`config.mk`:
```
export PLATFORM = sky130hd
export DESIGN_NAME = uart_irq_status
export DESIGN_NICKNAME = d
export VERILOG_FILES = /design/src/rtl/uart_irq_pkg.sv /design/src/rtl/irq_src_cell.sv /design/src/rtl/irq_prio_pick.sv /design/src/rtl/uart_irq_status.sv
export SDC_FILE = /design/constraint.sdc
export NUM_CORES = 1
export LEC_CHECK = 0
export ABC_CLOCK_PERIOD_IN_PS = 4350
export CAP_MARGIN = 20
export CORE_MARGIN = 4
export CORE_UTILIZATION = 34
export CTS_CLUSTER_DIAMETER = 50
export CTS_CLUSTER_SIZE = 25
export DETAILED_ROUTE_END_ITERATION = 8
export PLACE_DENSITY_LB_ADDON = 0.15
export SLEW_MARGIN = 20
export SYNTH_ARGS = -nofsm -noshare
export SYNTH_HDL_FRONTEND = slang
export SYNTH_HIERARCHICAL = 1
export SYNTH_SLANG_ARGS = --single-unit
```
`constraint.sdc`:
```
create_clock -name clk -period 4.35 [get_ports clk]
set_clock_uncertainty 0.15 [all_clocks]
set_input_delay 0.87 -clock clk [delete_from_list [all_inputs] [get_ports clk]]
set_output_delay 0.87 -clock clk [all_outputs]
set_load 0.02 [all_outputs]
```
`src/rtl/uart_irq_pkg.sv`:
```
package uart_irq_pkg;

  localparam int NSRC   = 7;
  localparam int IDX_W  = $clog2(NSRC + 1);
  localparam int CODE_W = 6;
  localparam int STAT_W = 8;

  // index order is the precedence order, 0 = most urgent
  localparam int S_LINE = 0;
  localparam int S_RXD  = 1;
  localparam int S_RXTO = 2;
  localparam int S_THR  = 3;
  localparam int S_MDM  = 4;
  localparam int S_XOFF = 5;
  localparam int S_FLOW = 6;

  // kind of storage each source uses
  typedef enum logic [1:0] {
    K_STICKY = 2'd0,   // pulse set, read clears
    K_LEVEL  = 2'd1,   // follows a level, read drops it one cycle
    K_HOLD   = 2'd2    // pulse set, released by a separate input
  } cell_kind_e;

  localparam logic [CODE_W-1:0] CODE_IDLE = 6'b000001;

  function automatic logic [CODE_W-1:0] src_code(input int idx);
    logic [CODE_W-1:0] c;
    case (idx)
      S_LINE:  c = 6'b000110;
      S_RXD:   c = 6'b000100;
      S_RXTO:  c = 6'b001100;
      S_THR:   c = 6'b000010;
      S_MDM:   c = 6'b000000;
      S_XOFF:  c = 6'b010000;
      S_FLOW:  c = 6'b100000;
      default: c = CODE_IDLE;
    endcase
    return c;
  endfunction

  function automatic cell_kind_e src_kind(input int idx);
    cell_kind_e k;
    case (idx)
      S_RXD:   k = K_LEVEL;
      S_XOFF:  k = K_HOLD;
      default: k = K_STICKY;
    endcase
    return k;
  endfunction

endpackage

```
`src/rtl/irq_src_cell.sv`:
```
module irq_src_cell
  import uart_irq_pkg::*;
#(
  parameter cell_kind_e KIND = K_STICKY
) (
  input  logic clk,
  input  logic rst_n,
  input  logic set_i,     // pulse, or level for K_LEVEL
  input  logic rel_i,     // release, used by K_HOLD only
  input  logic rd_clr_i,  // read retired this source
  output logic pend_o
);

  logic pend_q;
  logic pend_d;

  generate
    if (KIND == K_LEVEL) begin : g_level
      always_comb pend_d = set_i & ~rd_clr_i;
    end else if (KIND == K_HOLD) begin : g_hold
      always_comb pend_d = set_i | (pend_q & ~rel_i);
    end else begin : g_sticky
      always_comb pend_d = set_i | (pend_q & ~rd_clr_i);
    end
  endgenerate

  always_ff @(posedge clk or negedge rst_n) begin
    if (!rst_n) pend_q <= 1'b0;
    else        pend_q <= pend_d;
  end

  assign pend_o = pend_q;

  generate
    if (KIND == K_STICKY) begin : g_chk_sticky
      // a set pulse is never lost, even when a read clears the same cycle
      a_r10_set_wins : assert property (@(posedge clk) disable iff (!rst_n)
        set_i |=> pend_o);
      // a pending source with no read stays pending
      a_r6_hold_until_read : assert property (@(posedge clk) disable iff (!rst_n)
        (pend_o && !rd_clr_i) |=> pend_o);
    end else if (KIND == K_HOLD) begin : g_chk_hold
      // only the release input takes the flag down
      a_r8_xoff_sticky : assert property (@(posedge clk) disable iff (!rst_n)
        (pend_o && !rel_i) |=> pend_o);
      a_r8_xoff_release : assert property (@(posedge clk) disable iff (!rst_n)
        (rel_i && !set_i) |=> !pend_o);
    end else begin : g_chk_level
      // a retiring read drops the level source for one cycle
      a_r9_level_drop : assert property (@(posedge clk) disable iff (!rst_n)
        rd_clr_i |=> !pend_o);
      a_r9_level_follow : assert property (@(posedge clk) disable iff (!rst_n)
        (set_i && !rd_clr_i) |=> pend_o);
    end
  endgenerate

endmodule

```
`src/rtl/irq_prio_pick.sv`:
```
module irq_prio_pick
  import uart_irq_pkg::*;
#(
  parameter int N = NSRC
) (
  input  logic [N-1:0]      req_i,
  output logic [N-1:0]      gnt_o,
  output logic              any_o,
  output logic [CODE_W-1:0] code_o
);

  // lowest index is the most urgent
  always_comb begin
    gnt_o = '0;
    for (int i = N - 1; i >= 0; i--) begin
      if (req_i[i]) gnt_o = N'(1) << i;
    end
  end

  assign any_o = |req_i;

  always_comb begin
    code_o = CODE_IDLE;
    for (int i = 0; i < N; i++) begin
      if (gnt_o[i]) code_o = src_code(i);
    end
  end

  // at most one source granted, and only when something is requested
  always_comb begin
    a_r2_one_grant : assert ($onehot0(gnt_o));
    a_r2_grant_iff_req : assert ((gnt_o != '0) == (req_i != '0));
  end

endmodule

```
`src/rtl/uart_irq_status.sv`:
```
module uart_irq_status
  import uart_irq_pkg::*;
(
  input  logic              clk,
  input  logic              rst_n,
  input  logic              fifo_en,
  input  logic              ext_en,
  input  logic              ev_line,
  input  logic              rx_avail,
  input  logic              ev_rx_tmo,
  input  logic              ev_thr_empty,
  input  logic              ev_modem,
  input  logic              ev_xoff,
  input  logic              ev_xon,
  input  logic              ev_flow,
  input  logic              rd_strobe,
  output logic [STAT_W-1:0] status,
  output logic              irq
);

  logic [NSRC-1:0] set_v;
  logic [NSRC-1:0] rel_v;
  logic [NSRC-1:0] pend_v;
  logic [NSRC-1:0] vis_v;
  logic [NSRC-1:0] gnt_v;
  logic [NSRC-1:0] clr_v;
  logic            any_pend;
  logic [CODE_W-1:0] code;

  // source inputs; extended sources latch only when enabled
  always_comb begin
    set_v         = '0;
    set_v[S_LINE] = ev_line;
    set_v[S_RXD]  = rx_avail;
    set_v[S_RXTO] = ev_rx_tmo;
    set_v[S_THR]  = ev_thr_empty;
    set_v[S_MDM]  = ev_modem;
    set_v[S_XOFF] = ev_xoff & ext_en;
    set_v[S_FLOW] = ev_flow & ext_en;
    rel_v         = '0;
    rel_v[S_XOFF] = ev_xon;
  end

  assign clr_v = rd_strobe ? gnt_v : '0;

  for (genvar g = 0; g < NSRC; g++) begin : g_src
    irq_src_cell #(.KIND(src_kind(g))) u_cell (
      .clk      (clk),
      .rst_n    (rst_n),
      .set_i    (set_v[g]),
      .rel_i    (rel_v[g]),
      .rd_clr_i (clr_v[g]),
      .pend_o   (pend_v[g])
    );
  end

  // visibility mask for the extended sources
  always_comb begin
    vis_v         = pend_v;
    vis_v[S_XOFF] = pend_v[S_XOFF] & ext_en;
    vis_v[S_FLOW] = pend_v[S_FLOW] & ext_en;
  end

  irq_prio_pick #(.N(NSRC)) u_pick (
    .req_i  (vis_v),
    .gnt_o  (gnt_v),
    .any_o  (any_pend),
    .code_o (code)
  );

  assign status = {{2{fifo_en}}, code};
  assign irq    = any_pend;

  // pending flag and interrupt line are complementary
  always_comb begin
    a_r4_irq_inverse : assert (status[0] == !irq);
  end

  // FIFO bits track the enable
  always_comb begin
    a_r5_fifo_bits : assert (status[7:6] == (fifo_en ? 2'b11 : 2'b00));
  end

  // masked sources are never shown
  a_r7_ext_mask : assert property (@(posedge clk) disable iff (!rst_n)
    !ext_en |-> (status[5:4] == 2'b00));

  // a read of a line fault retires it unless a new fault arrives
  a_r6_line_retire : assert property (@(posedge clk) disable iff (!rst_n)
    (rd_strobe && status[5:0] == 6'b000110 && !ev_line) |=> status[5:0] != 6'b000110);

  // an event shows up as an interrupt at the next edge
  a_r11_irq_next : assert property (@(posedge clk) disable iff (!rst_n)
    (ev_line || ev_thr_empty || ev_modem || ev_rx_tmo) |=> irq);

endmodule

```
==> impl_metrics.csv, run 1 <==
group,metric,value,unit
timing,hold_viol,0,
place,dpl-instance-area,620.6,um^2
cts,clock_sinks,7,
power,p_int,119.5,uW
drt,drt-met1-wl,396,um
timing,setup_slack,792.8,ps
cts,post_cts_buffers,0,
cells_and_area,nNetsFinal,80,
timing,relSlewSlack,0.7913,
global_routing,grt_max_degree,8,
cts,path_clk_slew,50,ps
drt,wl_met2,371,um
power,power_leakage,0.2610,nW
timing,fmax,0.2811,GHz
place,dp_slack,779.1,ps
cts,cts_hold_buf,0,
power,comb_power_share,0.162,
yosys,postSynthAreaPerCell,9.436,um^2
cts,cts_resized,0,
global_routing,grt_remaining_overflow,0,
critical_path,r2r_setup_slack,2780,ps
cells_and_area,final_layout_size_suffix_gt1_frac,0.1061,
die,num_rows,12,
timing,grt_setup_unrepaired,"no",
drt,dr_wl_met3,105,um
cells_and_area,diodes,0,
cells_and_area,postLayoutCoreUtil,0.5454,
critical_path,critPathKind,"in -> out",
yosys,synthesis.instances,48,
global_routing,antenna_found_initial,0,
timing,holdWs,320.7,ps
place,io_buffer_count,18,
yosys,ys_warn_count,6,
global_routing,grt_use_total,0.1048,
cts,clockBufferDepth,2,
drt,routed_wl,873,um
die,die_h,44.50,um
cts,tritoncts,"built",
power,p_sw,35.91,uW
die,core-area,1186,um^2
die,dieWidth,44.50,um
die,initial_utilization,0.3819,
cts,cts-buffers-inserted,3,
worst_hold_path,hold_class,"reg -> reg",
drt,wl_per_cell,10.91,um
cells_and_area,largest_reg_flops,7,
critical_path,start_kind,"input pin",
flow_run,maxCapViolCount,0,
timing,setup-tns-final,0,ps
global_routing,grt_pass1_wl,1.428,mm
drt,num_vias,348,
drt,vias_per_cell,4.350,
die,dieArea,1980,um^2
cts,cts_root_buf,"clkbuf_4",
power,p_per_area,240.2,nW/um^2
place,place.gp.congestion,0.6592,
critical_path,cp-end-kind,"output port",
cells_and_area,design_area,646.9,um^2
cts,cts_htree_levels,1,
timing,setup_viol,0,
cells_and_area,fillers,121,
drt,firstDrtPassIters,2,
power,swShare,0.2311,
yosys,syn_area,452.9,um^2
power,seqPwrFrac,0.462,
yosys,syn_nets,61,
power,clockPowerShare,0.377,
outcome,status,"finished clean",
critical_path,cp_max_fo,4,
timing,period_share,0.8177,
power,worst_ir_drop_vdd,0.2086,mV
drt,top_layer_used,"met3",
drt,first_iter_violations,1,
die,io_pins,22,
cts,clk_latency,250,ps
timing,worst_slew_pin_slew,310.3,ps
global_routing,first_global_vias,349,
drt,antenna_left,0,
cells_and_area,syn2layout_area_growth,42.82,%
critical_path,worstPathArrival,2540,ps
drt,drc,0,
timing,finalMaxSlewViolations,0,
critical_path,required,3330,ps
timing,layout_min_cycle_time,3557,ps
[critical path: stages]
cell and delay (ps):
clkdlybuf4s50_1 430, and2_1 170, nor4_1 300, and2_1 170
clkdlybuf4s50_1 600
[cell usage in the layout, fill, tap and decap left out]
cell type	count
a21o_1	7
and2_1	12
nor2b_1	1
clkbuf_4	3
and4b_1	1
inv_2	1
nor2_1	1
nand2_1	1
inv_1	6
clkbuf_1	1
nor3b_1	2
nor3b_2	1
nor2b_4	1
dfrtp_1	7
nor4_1	1
nor3_4	1
and3_1	1
clkdlybuf4s50_1	18
[routing by layer]
layer	global-route usage	vias up
met5	0	-
met4	0.01807	0
met3	0.08943	0
met2	0.1433	14
met1	0.1256	146
li1	-	188
[cell type report]
class | count | area, um^2 | share of cell area
timing repair buffer | 18 | 180.2 | 0.2785
multi-input combinational | 30 | 221.5 | 0.3424
tap | 14 | 17.52 | 0.02708
inverter | 7 | 26.28 | 0.04062
clock buffer | 4 | 26.28 | 0.04062
sequential | 7 | 175.2 | 0.2708
[power by group through the flow]
| stage | clock network, mW | logic (mW) | registers [mW] |
|---|---|---|---|
| after CTS | 0.0624 | 0.0257 | 0.0716 |
| after global routing | 0.0630 | 0.0276 | 0.0722 |
| after detailed placement | 0 | 0.0255 | 0.0727 |
| final | 0.0585 | 0.0252 | 0.0717 |
| after global placement | 0 | 0.0252 | 0.0726 |
| after floorplan | 0 | 0.0137 | 0.0720 |
[worst paths after layout]
check | from | end | cells past startpoint
setup reg to reg | g_src[0].u_cell/pend_o | g_src[6].u_cell/pend_o | 5
min in group asynchronous | rst_n | g_src[4].u_cell/pend_o | 1
max in group asynchronous | rst_n | g_src[6].u_cell/pend_o | 1
setup / recovery | ext_en | status[0] | 5
hold / removal | g_src[6].u_cell/pend_o | g_src[6].u_cell/pend_o | 1
hold reg to reg | g_src[6].u_cell/pend_o | g_src[6].u_cell/pend_o | 1
[stage by stage]
| stage | power [mW] | instances |
|---|---|---|
| 2_1_floorplan | 0.08571 | 48 |
| 3_3_place_gp | 0.09787 | 76 |
| 3_5_place_dp | 0.09819 | 76 |
| 4_1_cts | 0.1597 | 80 |
| 5_1_grt | 0.1628 | 80 |
| 6_report | 0.1554 | 80 |
Power figures use the tool's default switching activity.
==> run 2, diff against run 1 <==
--- a/config.mk
+++ b/config.mk
@@ -5,7 +5,7 @@
 export SDC_FILE = /design/constraint.sdc
 export NUM_CORES = 1
 export LEC_CHECK = 0
-export ABC_CLOCK_PERIOD_IN_PS = 4350
+export ABC_CLOCK_PERIOD_IN_PS = 3100
 export CAP_MARGIN = 20
 export CORE_MARGIN = 4
 export CORE_UTILIZATION = 34
==> constraint.sdc (replaced) <==
create_clock -name clk -period 3.1 [get_ports clk]
set_clock_uncertainty 0.15 [all_clocks]
set_input_delay 0.62 -clock clk [delete_from_list [all_inputs] [get_ports clk]]
set_output_delay 0.62 -clock clk [all_outputs]
set_load 0.02 [all_outputs]
==> run 2 against run 1 <==
Sequential share of layout area fell by 0.26 points. Register-to-register slack got worse by 1200 ps. Clock-buffer cell count did not move. Setup slack got worse by 690 ps. Power rose by 41%. Highest routed layer unchanged. Sequential power rose by 41%. Largest power group unchanged.
==> impl_metrics.csv, run 2 (synthesis results as in run 1) <==
group,metric,value,unit
drt,drc,0,
timing,grt_setup_unrepaired,"no",
place,io_buffer_count,18,
die,die_h,44.50,um
cells_and_area,diodes,0,
critical_path,r2r_cells,5,
timing,layout_min_cycle_time,3001,ps
global_routing,grt_use_total,0.1048,
critical_path,reg2reg_to,"g_src[6].u_cell/pend_o",
cts,tritoncts,"built",
power,p_int,167.7,uW
critical_path,timing.rr.start,"g_src[0].u_cell/pend_o",
cells_and_area,final_layout_size_suffix_gt1_frac,0.1212,
critical_path,worstSetupStartpoint,"ext_en",
timing,worst_slew_pin_slew,318.1,ps
cts,cts_htree_levels,1,
drt,antenna_left,0,
cells_and_area,layout_commonest_cell,"clkdlybuf4s50_1",
timing,relSlewSlack,0.7873,
global_routing,antenna_found_initial,0,
power,swShare,0.2323,
drt,num_vias,349,
critical_path,worstPathArrival,2230,ps
cts,clk_latency,250,ps
power,p_sw,50.73,uW
power,p_per_area,334.4,nW/um^2
outcome,status,"finished clean",
die,core-area,1186,um^2
drt,vias_per_cell,4.363,
die,dieArea,1980,um^2
cts,cts-buffers-inserted,3,
critical_path,worstSetupEndpoint,"status[0]",
power,power_leakage,0.2611,nW
critical_path,critPathKind,"in -> out",
timing,fmax,0.3333,GHz
cells_and_area,syn2layout_area_growth,44.20,%
die,dieWidth,44.50,um
timing,setup_viol,0,
cts,clock_sinks,7,
die,io_pins,22,
power,worst_ir_drop_vdd,0.2927,mV
power,seqPwrFrac,0.461,
global_routing,first_global_vias,349,
cts,cts_root_buf,"clkbuf_4",
timing,hold_viol,0,
drt,first_iter_violations,1,
power,comb_power_share,0.163,
drt,routed_wl,887,um
cells_and_area,largest_reg_flops,7,
place,dp_slack,29.09,ps
critical_path,start_kind,"input pin",
die,num_rows,12,
cells_and_area,layout_common_cells,"18 x clkdlybuf4s50_1, 12 x and2_1, 7 x a21o_1, 7 x dfrtp_1, 6 x inv_1",
drt,firstDrtPassIters,2,
timing,finalMaxSlewViolations,0,
timing,setup-tns-final,0,ps
critical_path,cp_max_fo,4,
cells_and_area,nNetsFinal,80,
global_routing,grt_max_degree,8,
place,place.gp.congestion,0.6592,
timing,holdWs,320.7,ps
drt,wl_per_cell,11.09,um
timing,setup_slack,99.41,ps
cells_and_area,postLayoutCoreUtil,0.5506,
power,clockPowerShare,0.376,
cts,path_clk_slew,50,ps
critical_path,cp-end-kind,"output port",
global_routing,grt_pass1_wl,1.428,mm
flow_run,maxCapViolCount,0,
power,fin_total_pwr,218.4,uW
timing,period_share,0.9679,
die,initial_utilization,0.3819,
critical_path,r2r_setup_slack,1530,ps
cts,cts_hold_buf,0,
worst_hold_path,hold_class,"reg -> reg",
cts,clockBufferDepth,2,
worst_hold_path,hp-start,"g_src[6].u_cell/pend_o",
critical_path,required,2330,ps
global_routing,grt_remaining_overflow,0,
## run 2: final cells by class
type / instances / area (um^2)
Tap cell: 14 / 17.52
Timing Repair Buffer: 18 / 180.2
Clock buffer: 4 / 26.28
Inverter: 7 / 26.28
Sequential cell: 7 / 175.2
Fill cell: 120 / 533.0
Multi-Input combinational cell: 30 / 227.7
## run 2: metal layers
layer / part of all wire / up-vias / track usage / routed length [um]
met1: 0.45 / 147 / 0.1256 / 402
met2: 0.43 / 14 / 0.1433 / 379
met4: 0 / 0 / 0.01807 / 0
met5: 0 / - / 0 / 0
li1: - / 188 / - / -
met3: 0.12 / 0 / 0.08943 / 105
## run 2: power by group through the flow
| stage | combinational [mW] | clock, mW | sequential, mW |
|---|---|---|---|
| 2_1_floorplan | 0.0192 | 0 | 0.101 |
| 3_3_place_gp | 0.0354 | 0 | 0.102 |
| 3_5_place_dp | 0.0357 | 0 | 0.102 |
| 4_1_cts | 0.0360 | 0.0876 | 0.100 |
| 5_1_grt | 0.0389 | 0.0885 | 0.101 |
| 6_report | 0.0356 | 0.0821 | 0.101 |
## run 2: worst min-delay path by stage
stage / endpoint / cells after the start
global route: g_src[6].u_cell/pend_o / 1
floorplan: g_src[0].u_cell/pend_o / 0
finish: g_src[6].u_cell/pend_o / 1
global placement: g_src[6].u_cell/pend_o / 1
detailed placement: g_src[6].u_cell/pend_o / 1
CTS: g_src[6].u_cell/pend_o / 1
## run 2: repair_timing
| item | CTS | global route |
|---|---|---|
| buffers inserted | 0 | 0 |
| resized for setup | 0 | 1 |
| endpoints found under the setup margin | 0 | 1 |
## run 2: critical path, stage by stage
cell	delay (ps)
clkdlybuf4s50_1	430
and2_1	180
nor4_2	240
and2_1	160
clkdlybuf4s50_1	600
## run 2: through the flow
step / cells / instance area (um^2)
final: 80 / 653.1
after global routing: 80 / 653.1
after CTS: 80 / 646.9
after detailed placement: 76 / 620.6
after global placement: 76 / 620.6
after floorplan: 48 / 452.9
==> run 3, diff against run 2 <==
--- a/config.mk
+++ b/config.mk
@@ -6,7 +6,7 @@
 export NUM_CORES = 1
 export LEC_CHECK = 0
 export ABC_CLOCK_PERIOD_IN_PS = 3100
-export CAP_MARGIN = 20
+export CAP_MARGIN = 25
 export CORE_MARGIN = 4
 export CORE_UTILIZATION = 34
 export CTS_CLUSTER_DIAMETER = 50
==> results of run 3 <==
The final DEF is identical to that of run 2; final timing and power are the same.
